### src/rtl/chan_halt_pkg.sv
`timescale 1ns/1ps
package chan_halt_pkg;
  typedef enum logic [1:0] {
    HS_RUN  = 2'd0,
    HS_PEND = 2'd1,
    HS_HALT = 2'd2
  } halt_st_e;

  localparam int NDIR   = 2;
  localparam int DIR_TX = 0;
  localparam int DIR_RX = 1;

  // A pending stop may take effect when nothing is in flight or the
  // transfer in flight has just reached a safe boundary.
  function automatic logic boundary_ok(input logic busy, input logic bdry);
    return !busy || bdry;
  endfunction

  function automatic logic dir_match(input logic sel, input int dir);
    return (sel == dir[0]);
  endfunction
endpackage

### src/rtl/halt_cmd_decode.sv
`timescale 1ns/1ps
module halt_cmd_decode
  import chan_halt_pkg::*;
#(
  parameter int CMD_W    = 32,
  parameter int GO_POS   = 31,
  parameter int STOP_POS = 30,
  parameter int DIR_POS  = 29
) (
  input  logic             clk,
  input  logic             rst_n,
  input  logic             cmd_wr,
  input  logic [CMD_W-1:0] cmd_wdata,
  output logic [NDIR-1:0]  stop_req,
  output logic [NDIR-1:0]  go_req,
  output logic [CMD_W-1:0] cmd_rdata
);
  localparam logic [CMD_W-1:0] SELF_CLR_MASK =
    (CMD_W'(1) << STOP_POS) | (CMD_W'(1) << GO_POS);

  logic stop_bit, go_bit, dir_bit;
  assign stop_bit = cmd_wdata[STOP_POS];
  assign go_bit   = cmd_wdata[GO_POS];
  assign dir_bit  = cmd_wdata[DIR_POS];

  for (genvar d = 0; d < NDIR; d++) begin : g_dir
    assign stop_req[d] = cmd_wr && stop_bit && dir_match(dir_bit, d);
    assign go_req[d]   = cmd_wr && go_bit && !stop_bit && dir_match(dir_bit, d);
  end

  always_ff @(posedge clk) begin
    if (!rst_n)      cmd_rdata <= '0;
    else if (cmd_wr) cmd_rdata <= cmd_wdata & ~SELF_CLR_MASK;
  end
endmodule

### src/rtl/halt_dir_fsm.sv
`timescale 1ns/1ps
module halt_dir_fsm
  import chan_halt_pkg::*;
(
  input  logic clk,
  input  logic rst_n,
  input  logic stop_req,
  input  logic go_req,
  input  logic active,
  input  logic bus_busy,
  input  logic bus_bdry,
  input  logic flag_clr,
  output logic hold,
  output logic pend,
  output logic enter_halt,
  output logic flag
);
  halt_st_e st_q;
  logic     act_q;

  assign pend       = (st_q == HS_PEND);
  assign hold       = (st_q == HS_HALT);
  assign enter_halt = pend && !go_req && boundary_ok(bus_busy, bus_bdry);

  always_ff @(posedge clk) begin
    if (!rst_n) begin
      st_q  <= HS_RUN;
      act_q <= 1'b0;
    end else begin
      unique case (st_q)
        HS_RUN: if (stop_req) begin
          st_q  <= HS_PEND;
          act_q <= active;
        end
        HS_PEND: begin
          if (go_req)          st_q <= HS_RUN;
          else if (enter_halt) st_q <= HS_HALT;
        end
        HS_HALT: if (go_req) st_q <= HS_RUN;
        default: st_q <= HS_RUN;
      endcase
    end
  end

  always_ff @(posedge clk) begin
    if (!rst_n)                     flag <= 1'b0;
    else if (enter_halt && act_q)   flag <= 1'b1;
    else if (go_req || flag_clr)    flag <= 1'b0;
  end
endmodule

### src/rtl/halt_gate.sv
`timescale 1ns/1ps
module halt_gate #(
  parameter int W = 1
) (
  input  logic         hold,
  input  logic [W-1:0] sig_in,
  output logic [W-1:0] sig_out
);
  assign sig_out = hold ? '0 : sig_in;
endmodule

### src/rtl/chan_halt_seq.sv
`timescale 1ns/1ps
module chan_halt_seq
  import chan_halt_pkg::*;
#(
  parameter int CMD_W     = 32,
  parameter int NUM_TX_CH = 2
) (
  input  logic                 clk,
  input  logic                 rst_n,
  input  logic                 cmd_wr,
  input  logic [CMD_W-1:0]     cmd_wdata,
  output logic [CMD_W-1:0]     cmd_rdata,
  input  logic                 sts_clr_wr,
  input  logic [1:0]           sts_clr_data,
  input  logic [NUM_TX_CH-1:0] tx_ch_idle,
  input  logic                 rx_ch_idle,
  input  logic [1:0]           xfer_busy,
  input  logic [1:0]           xfer_bdry,
  input  logic [1:0]           frm_irq_in,
  input  logic [1:0]           eoc_irq_in,
  input  logic                 rx_stat_evt,
  output logic [1:0]           frm_irq_out,
  output logic [1:0]           eoc_irq_out,
  output logic                 rx_stat_inc,
  output logic [1:0]           fsm_rst_hold,
  output logic [1:0]           stopped_flags
);
  // named internal events, observed by the bound checker
  logic [NDIR-1:0] stop_req_w;
  logic [NDIR-1:0] go_req_w;
  logic [NDIR-1:0] pend_w;
  logic [NDIR-1:0] enter_halt_w;
  logic [NDIR-1:0] dir_active_w;

  assign dir_active_w[DIR_TX] = !(&tx_ch_idle);
  assign dir_active_w[DIR_RX] = !rx_ch_idle;

  halt_cmd_decode #(.CMD_W(CMD_W)) u_dec (
    .clk       (clk),
    .rst_n     (rst_n),
    .cmd_wr    (cmd_wr),
    .cmd_wdata (cmd_wdata),
    .stop_req  (stop_req_w),
    .go_req    (go_req_w),
    .cmd_rdata (cmd_rdata)
  );

  for (genvar d = 0; d < NDIR; d++) begin : g_dir
    halt_dir_fsm u_fsm (
      .clk        (clk),
      .rst_n      (rst_n),
      .stop_req   (stop_req_w[d]),
      .go_req     (go_req_w[d]),
      .active     (dir_active_w[d]),
      .bus_busy   (xfer_busy[d]),
      .bus_bdry   (xfer_bdry[d]),
      .flag_clr   (sts_clr_wr && sts_clr_data[d]),
      .hold       (fsm_rst_hold[d]),
      .pend       (pend_w[d]),
      .enter_halt (enter_halt_w[d]),
      .flag       (stopped_flags[d])
    );

    halt_gate #(.W(2)) u_irq_gate (
      .hold    (fsm_rst_hold[d]),
      .sig_in  ({eoc_irq_in[d], frm_irq_in[d]}),
      .sig_out ({eoc_irq_out[d], frm_irq_out[d]})
    );
  end

  halt_gate #(.W(1)) u_stat_gate (
    .hold    (fsm_rst_hold[DIR_RX]),
    .sig_in  (rx_stat_evt),
    .sig_out (rx_stat_inc)
  );
endmodule

### config.mk
export PLATFORM = sky130hd
export DESIGN_NAME = chan_halt_seq
export DESIGN_NICKNAME = d
export VERILOG_FILES = /design/src/rtl/chan_halt_pkg.sv /design/src/rtl/halt_cmd_decode.sv /design/src/rtl/halt_dir_fsm.sv /design/src/rtl/halt_gate.sv /design/src/rtl/chan_halt_seq.sv
export SDC_FILE = /design/constraint.sdc
export NUM_CORES = 1
export LEC_CHECK = 0
export CAP_MARGIN = 10
export CELL_PAD_IN_SITES_DETAIL_PLACEMENT = 2
export CELL_PAD_IN_SITES_GLOBAL_PLACEMENT = 2
export CORE_MARGIN = 1
export CORE_UTILIZATION = 21
export DETAILED_ROUTE_END_ITERATION = 7
export PLACE_DENSITY_LB_ADDON = 0.05
export SLEW_MARGIN = 20
export SYNTH_ARGS = -nofsm -noshare
export SYNTH_HDL_FRONTEND = slang
export SYNTH_SLANG_ARGS = --single-unit
### constraint.sdc
create_clock -name clk -period 1.28 [get_ports clk]
set_clock_uncertainty 0.15 [all_clocks]
set_input_delay 0.192 -clock clk [delete_from_list [all_inputs] [get_ports clk]]
set_output_delay 0.192 -clock clk [all_outputs]
set_load 0.01 [all_outputs]
# == Word level (Yosys, flattened, before mapping) ==
# Index checks and enable logic that the tools add are counted.
# Widths: inputs -> output; s select.
# totals
reg_bits,38
latch_bits,0
ramBits,0
rom_bits,0
inputBits,50
out_inout_bits,41
wordCells,70
n_memories,0
# classes
add_sub_neg,0
n_mul,0
div,0
n_lt_le_gt_ge,0
n_eq_ne,10
n_shift,0
n_mux,17
bitwise,1
n_reduce_logical,35
# op_table
cell,n
$mux 2,10
$logic_and 1x1->1,15
$pmux 2 s3,2
$logic_not 1->1,7
$ne 3x2->1 const B,2
$reduce_and 2->1,3
$reduce_and 3->1,2
$mux 1,5
$eq 2x1->1 const B,2
$eq 2x2->1 const B,2
$logic_not 2->1,2
$logic_or 1x1->1,4
$ne 2x1->1 const B,2
$ne 2x2->1 const B,2
$reduce_bool 2->1,2
$not 1->1,1

# == Depth between registers and ports, before layout ==
# Gate-level depths: netlist of the first run.
# logic_depth
word_depth,9
mapped_depth,5
mapped_depth_nobuf,3

# == Cells and area by module ==
# From an unflattened synthesis of the first run, not the netlist that was laid out.
# hier_totals
cells_unflattened,158
area_unflattened_um2,1705.4
# by_module_without_submodules
module,instances,cells_each,area_per_inst_um2,seq_area_each_um2
halt_cmd_decode,1,105,1233.7,600.6
halt_dir_fsm,2,22,206.4,80.1
halt_gate at g_dir[0].u_irq_gate ...,2,2,12.5,0.0
chan_halt_seq,1,4,20.0,0.0
halt_gate at u_stat_gate,1,1,13.8,0.0

# == Worst setup path after synthesis of the first run ==
# Ideal clock, no wire load.
# synth_timing
path_type,register to register
startpoint,register g_dir[0].u_fsm.st_q[1]
endpoint,register g_dir[0].u_fsm.act_q
setup_ns,0.070
t_arrival_ns,0.885
t_required_ns,1.060
slack_ns,0.176
path_stages_with_launch,4
n_path_buf,0
period_less_slack_ns,1.104
cell_sequence,dfxtp_1 nand2b_1 or3_1 a21oi_1
# synth_via
elab_chain_len,2
# synth_lines
item,line_no,rtl
"start, declared",halt_dir_fsm.sv:18,halt_st_e st_q;
"start signal, assigned",halt_dir_fsm.sv:27,st_q <= HS_RUN;
"start signal, assigned",halt_dir_fsm.sv:32,st_q <= HS_PEND;
"start signal, assigned",halt_dir_fsm.sv:36,if (go_req) st_q <= HS_RUN;
$logic_not 2->1,halt_dir_fsm.sv:30,unique case (st_q)
$reduce_and 2->1 (no source line),-,
"end signal, assigned",halt_dir_fsm.sv:33,act_q <= active;
"end, declared",halt_dir_fsm.sv:19,logic act_q;
# No other way between the ends.
# A chain may end at the register's enable or synchronous reset.

# == Worst setup path in the final report of the first run ==
# layout_timing
startpoint,register g_dir[0].u_fsm.st_q[0]
endpoint,output frm_irq_out[0]
# layout_via
elab_chain_len,2
# layout_lines
item,line_no,rtl
$eq 2x2->1,halt_dir_fsm.sv:22,assign hold = (st_q == HS_HALT);
$mux 2,halt_gate.sv:9,assign sig_out = hold ? '0 : sig_in;
"end, declared",chan_halt_seq.sv:22,"output logic [1:0] frm_irq_out,"
# No other way between the ends.

==> flow_summary.yaml, run 1 <==
clocking:
  h-tree-depth: 2
  cts_root_buf: "clkbuf_8"
  cts_tree: "yes"
  clkSinkCount: 38
  clock_latency_ns: 0.28
  ctsHoldBuffers: 0
  cts_buffer_depth: 2
  cts_made_buffers: 5
  clkTransAtPathRegs_ns: 0.08
layout:
  n_antenna_cell: 0
  syn2layout_area_growth_pct: 71.3
  layout-drive-gt1-share_pct: 20.5
  num-nets-final: 307
  fillerInstances: 818
  final_util_pct: 37.7
route:
  drc: 0
  vias: 1470
  antenna_left: 0
  vias_per_cell: 4.12
  routedWlPerCell_um: 14.4
  dr.pass1.iters: 3
  wirelength_um: 5140
  drt_iter0_markers: 11
synth:
  yosysWarnings: 0
  avgSynthCellArea_um2: 10.2
  synth_edf_count: 0
  ys.flop_type: "dfxtp_1"
  syn-cell-area_um2: 1620
  synth.distinct_cells: 21
  yosysTopAreaCell: "dfxtp_1"
  synth_most_common_cell: "dfxtp_1"
  synth_area_leaders: "dfxtp_1 47%, mux2i_1 19%, nor2b_1 12%"
  synth_top_area_share_pct: 46.9
  netlist_top_cells_count: "38 x dfxtp_1, 31 x mux2i_1, 30 x nor2b_1"
  ys_seq_area_share_pct: 46.9
  synthCells: 159
  synthArstFlopShare_pct: 0
  synth-seq-cells: 38
setup_path:
  start_kind: "flop"
  worstPathMaxFanout: 4
  r2r-start: "g_dir[0].u_fsm.st_q[1]$_SDFFE_PN0P_"
  arrival_ns: 1.03
  r2r_slack_ns: 0.05
  r2r-end: "g_dir[0].u_fsm.act_q$_SDFFE_PN0P_"
  worstRegToRegCells: 3
  required_ns: 0.94
  startpoint: "g_dir[0].u_fsm.st_q[0]$_SDFFE_PN0P_"
  cp-end-kind: "output pin"
  critPathKind: "reg -> out"
hold_path:
  worstHoldStart: "cmd_wr"
  holdPathEnd: "g_dir[0].u_fsm.act_q$_SDFFE_PN0P_"
  hp-class: "in -> reg"
  hold_depth: 4
global_routing:
  grt_max_degree: 21
  first_global_vias: 1682
  grt_usage_pct: 13.1
  gr-total-overflow: 0
  grt_pass1_wl_um: 8340
  antenna_found_initial: 1
floorplanning:
  die_h_um: 89.8
  die_x_um: 89.8
  die-area_um2: 8070
  ios: 91
  coreArea_um2: 7370
  rows: 31
  start_util_pct: 22.0
sta:
  layout_setup_ws_ns: -0.0968
  tns_ns: -0.551
  hold-worst-slack_ns: 0.217
  fmax_mhz: 726
  min_period_over_period_pct: 108
  setup_viol: 7
  period_minus_slack_ns: 1.38
  slew_violations: 0
  finalHoldViolCount: 0
  rsz0062_at_grt: "yes"
pwr:
  peakVddDrop_mv: 0.435
  leakage_nw: 1.19
  power.density_nw_per_um2: 970
run:
  maxCapViolations: 0
run_status:
  status: "finished with violations"
  violations: "negative setup slack"
placement:
  hpwl_um: 4000
  gp_congestion: 0.695
  io_buffer_count: 88
layout make-up:
class                           count  area (um^2)  area share (%)
Multi-Input combinational cell    104          800            28.8
Timing Repair Buffer              104          976            35.2
Clock inverter                      2         12.5           0.451
Inverter                            4         15.0           0.541
Tap cell                           99          124            4.46
Sequential cell                    38          766            27.6
Clock buffer                        6         82.6            2.98
cell families after synthesis:
logic type / Yosys count / synth area share [%]
multiplexers: 31 / 19.2
buffers and inverters: 18 / 6.56
AO/OA/AOI/OAI: 10 / 3.55
AND/OR/NAND/NOR: 61 / 23.6
flip-flops: 38 / 46.9
other: 1 / 0.231
how the worst max path moves through the flow:
stage	endpoint	slack [ns]	depth (start not counted)
after floorplan	g_dir[0].u_fsm.act_q$_SDFFE_PN0P_	0.18	3
after global placement	eoc_irq_out[1]	-0.34	3
after detailed placement	frm_irq_out[0]	-0.39	3
after CTS	frm_irq_out[0]	-0.13	3
after global routing	rx_stat_inc	-0.13	3
final	frm_irq_out[0]	-0.1	3
through the flow:
stage	cells	instance area, um^2	power [mW]	setup slack [ns]
finish	357	2780	2.69	-0.0968
global route	357	2780	2.86	-0.132
CTS	355	2720	2.74	-0.132
detailed placement	346	2640	1.87	-0.391
global placement	346	2640	1.85	-0.341
floorplan	160	1620	1.52	0.176
report_power, final:
group / internal, mW / leakage (nW) / total, mW / switching, mW
registers: 1.25 / 0.315 / 1.28 / 0.0363
clock network: 0.433 / 0.0472 / 0.872 / 0.438
logic: 0.335 / 0.830 / 0.539 / 0.205
total: 2.01 / 1.19 / 2.69 / 0.679
worst max-delay path, cell delays in order (launching register included):
cell	delay, ns
dfxtp_2	0.33
nand2b_4	0.15
and2_1	0.13
buf_2	0.14
state kept, by name, summed over array words and instances (netlist names):
signal	flops
g_dir.u_fsm.act_q	2
g_dir.u_fsm.st_q	4
g_dir.u_fsm.flag	2
u_dec.cmd_rdata	30
cells in the final DEF (no fill, tap or decap), types with 3 or more instances in the layout:
master	synthesis	final
clkdlybuf4s50_1	0	48
dfxtp_1	38	34
mux2i_1	31	31
nor2b_1	30	30
clkdlybuf4s15_1	0	21
buf_4	10	14
nand2b_1	9	7
nand2_1	7	7
clkbuf_8	0	6
dlygate4sd2_1	0	6
buf_6	0	6
a21oi_1	7	5
clkbuf_2	1	5
nand4b_1	4	4
dfxtp_2	0	4
nand2b_4	1	3
and2_4	0	3
buf_2	0	3
what timing repair did:
item,4_1_cts,5_1_grt
resized for setup,76,37
pin swaps,2,3
buffers inserted,1,2
endpoints found under the setup margin,39,35
routing by layer:
metal  track usage (%)  share of wire, %
met4              3.69              0.78
met3              5.16               7.2
met5                 0                 0
met2              24.1                51
met1              13.6                41
Note: power is estimated with default switching activity, not from simulation.
==> run 2, diff against run 1 <==
--- a/config.mk
+++ b/config.mk
@@ -10,6 +10,7 @@
 export CELL_PAD_IN_SITES_GLOBAL_PLACEMENT = 2
 export CORE_MARGIN = 1
 export CORE_UTILIZATION = 21
+export CTS_CLUSTER_SIZE = 12
 export DETAILED_ROUTE_END_ITERATION = 7
 export PLACE_DENSITY_LB_ADDON = 0.05
 export SLEW_MARGIN = 20
==> results of run 2 <==
Final layout, timing and power as in run 1 (identical DEF).
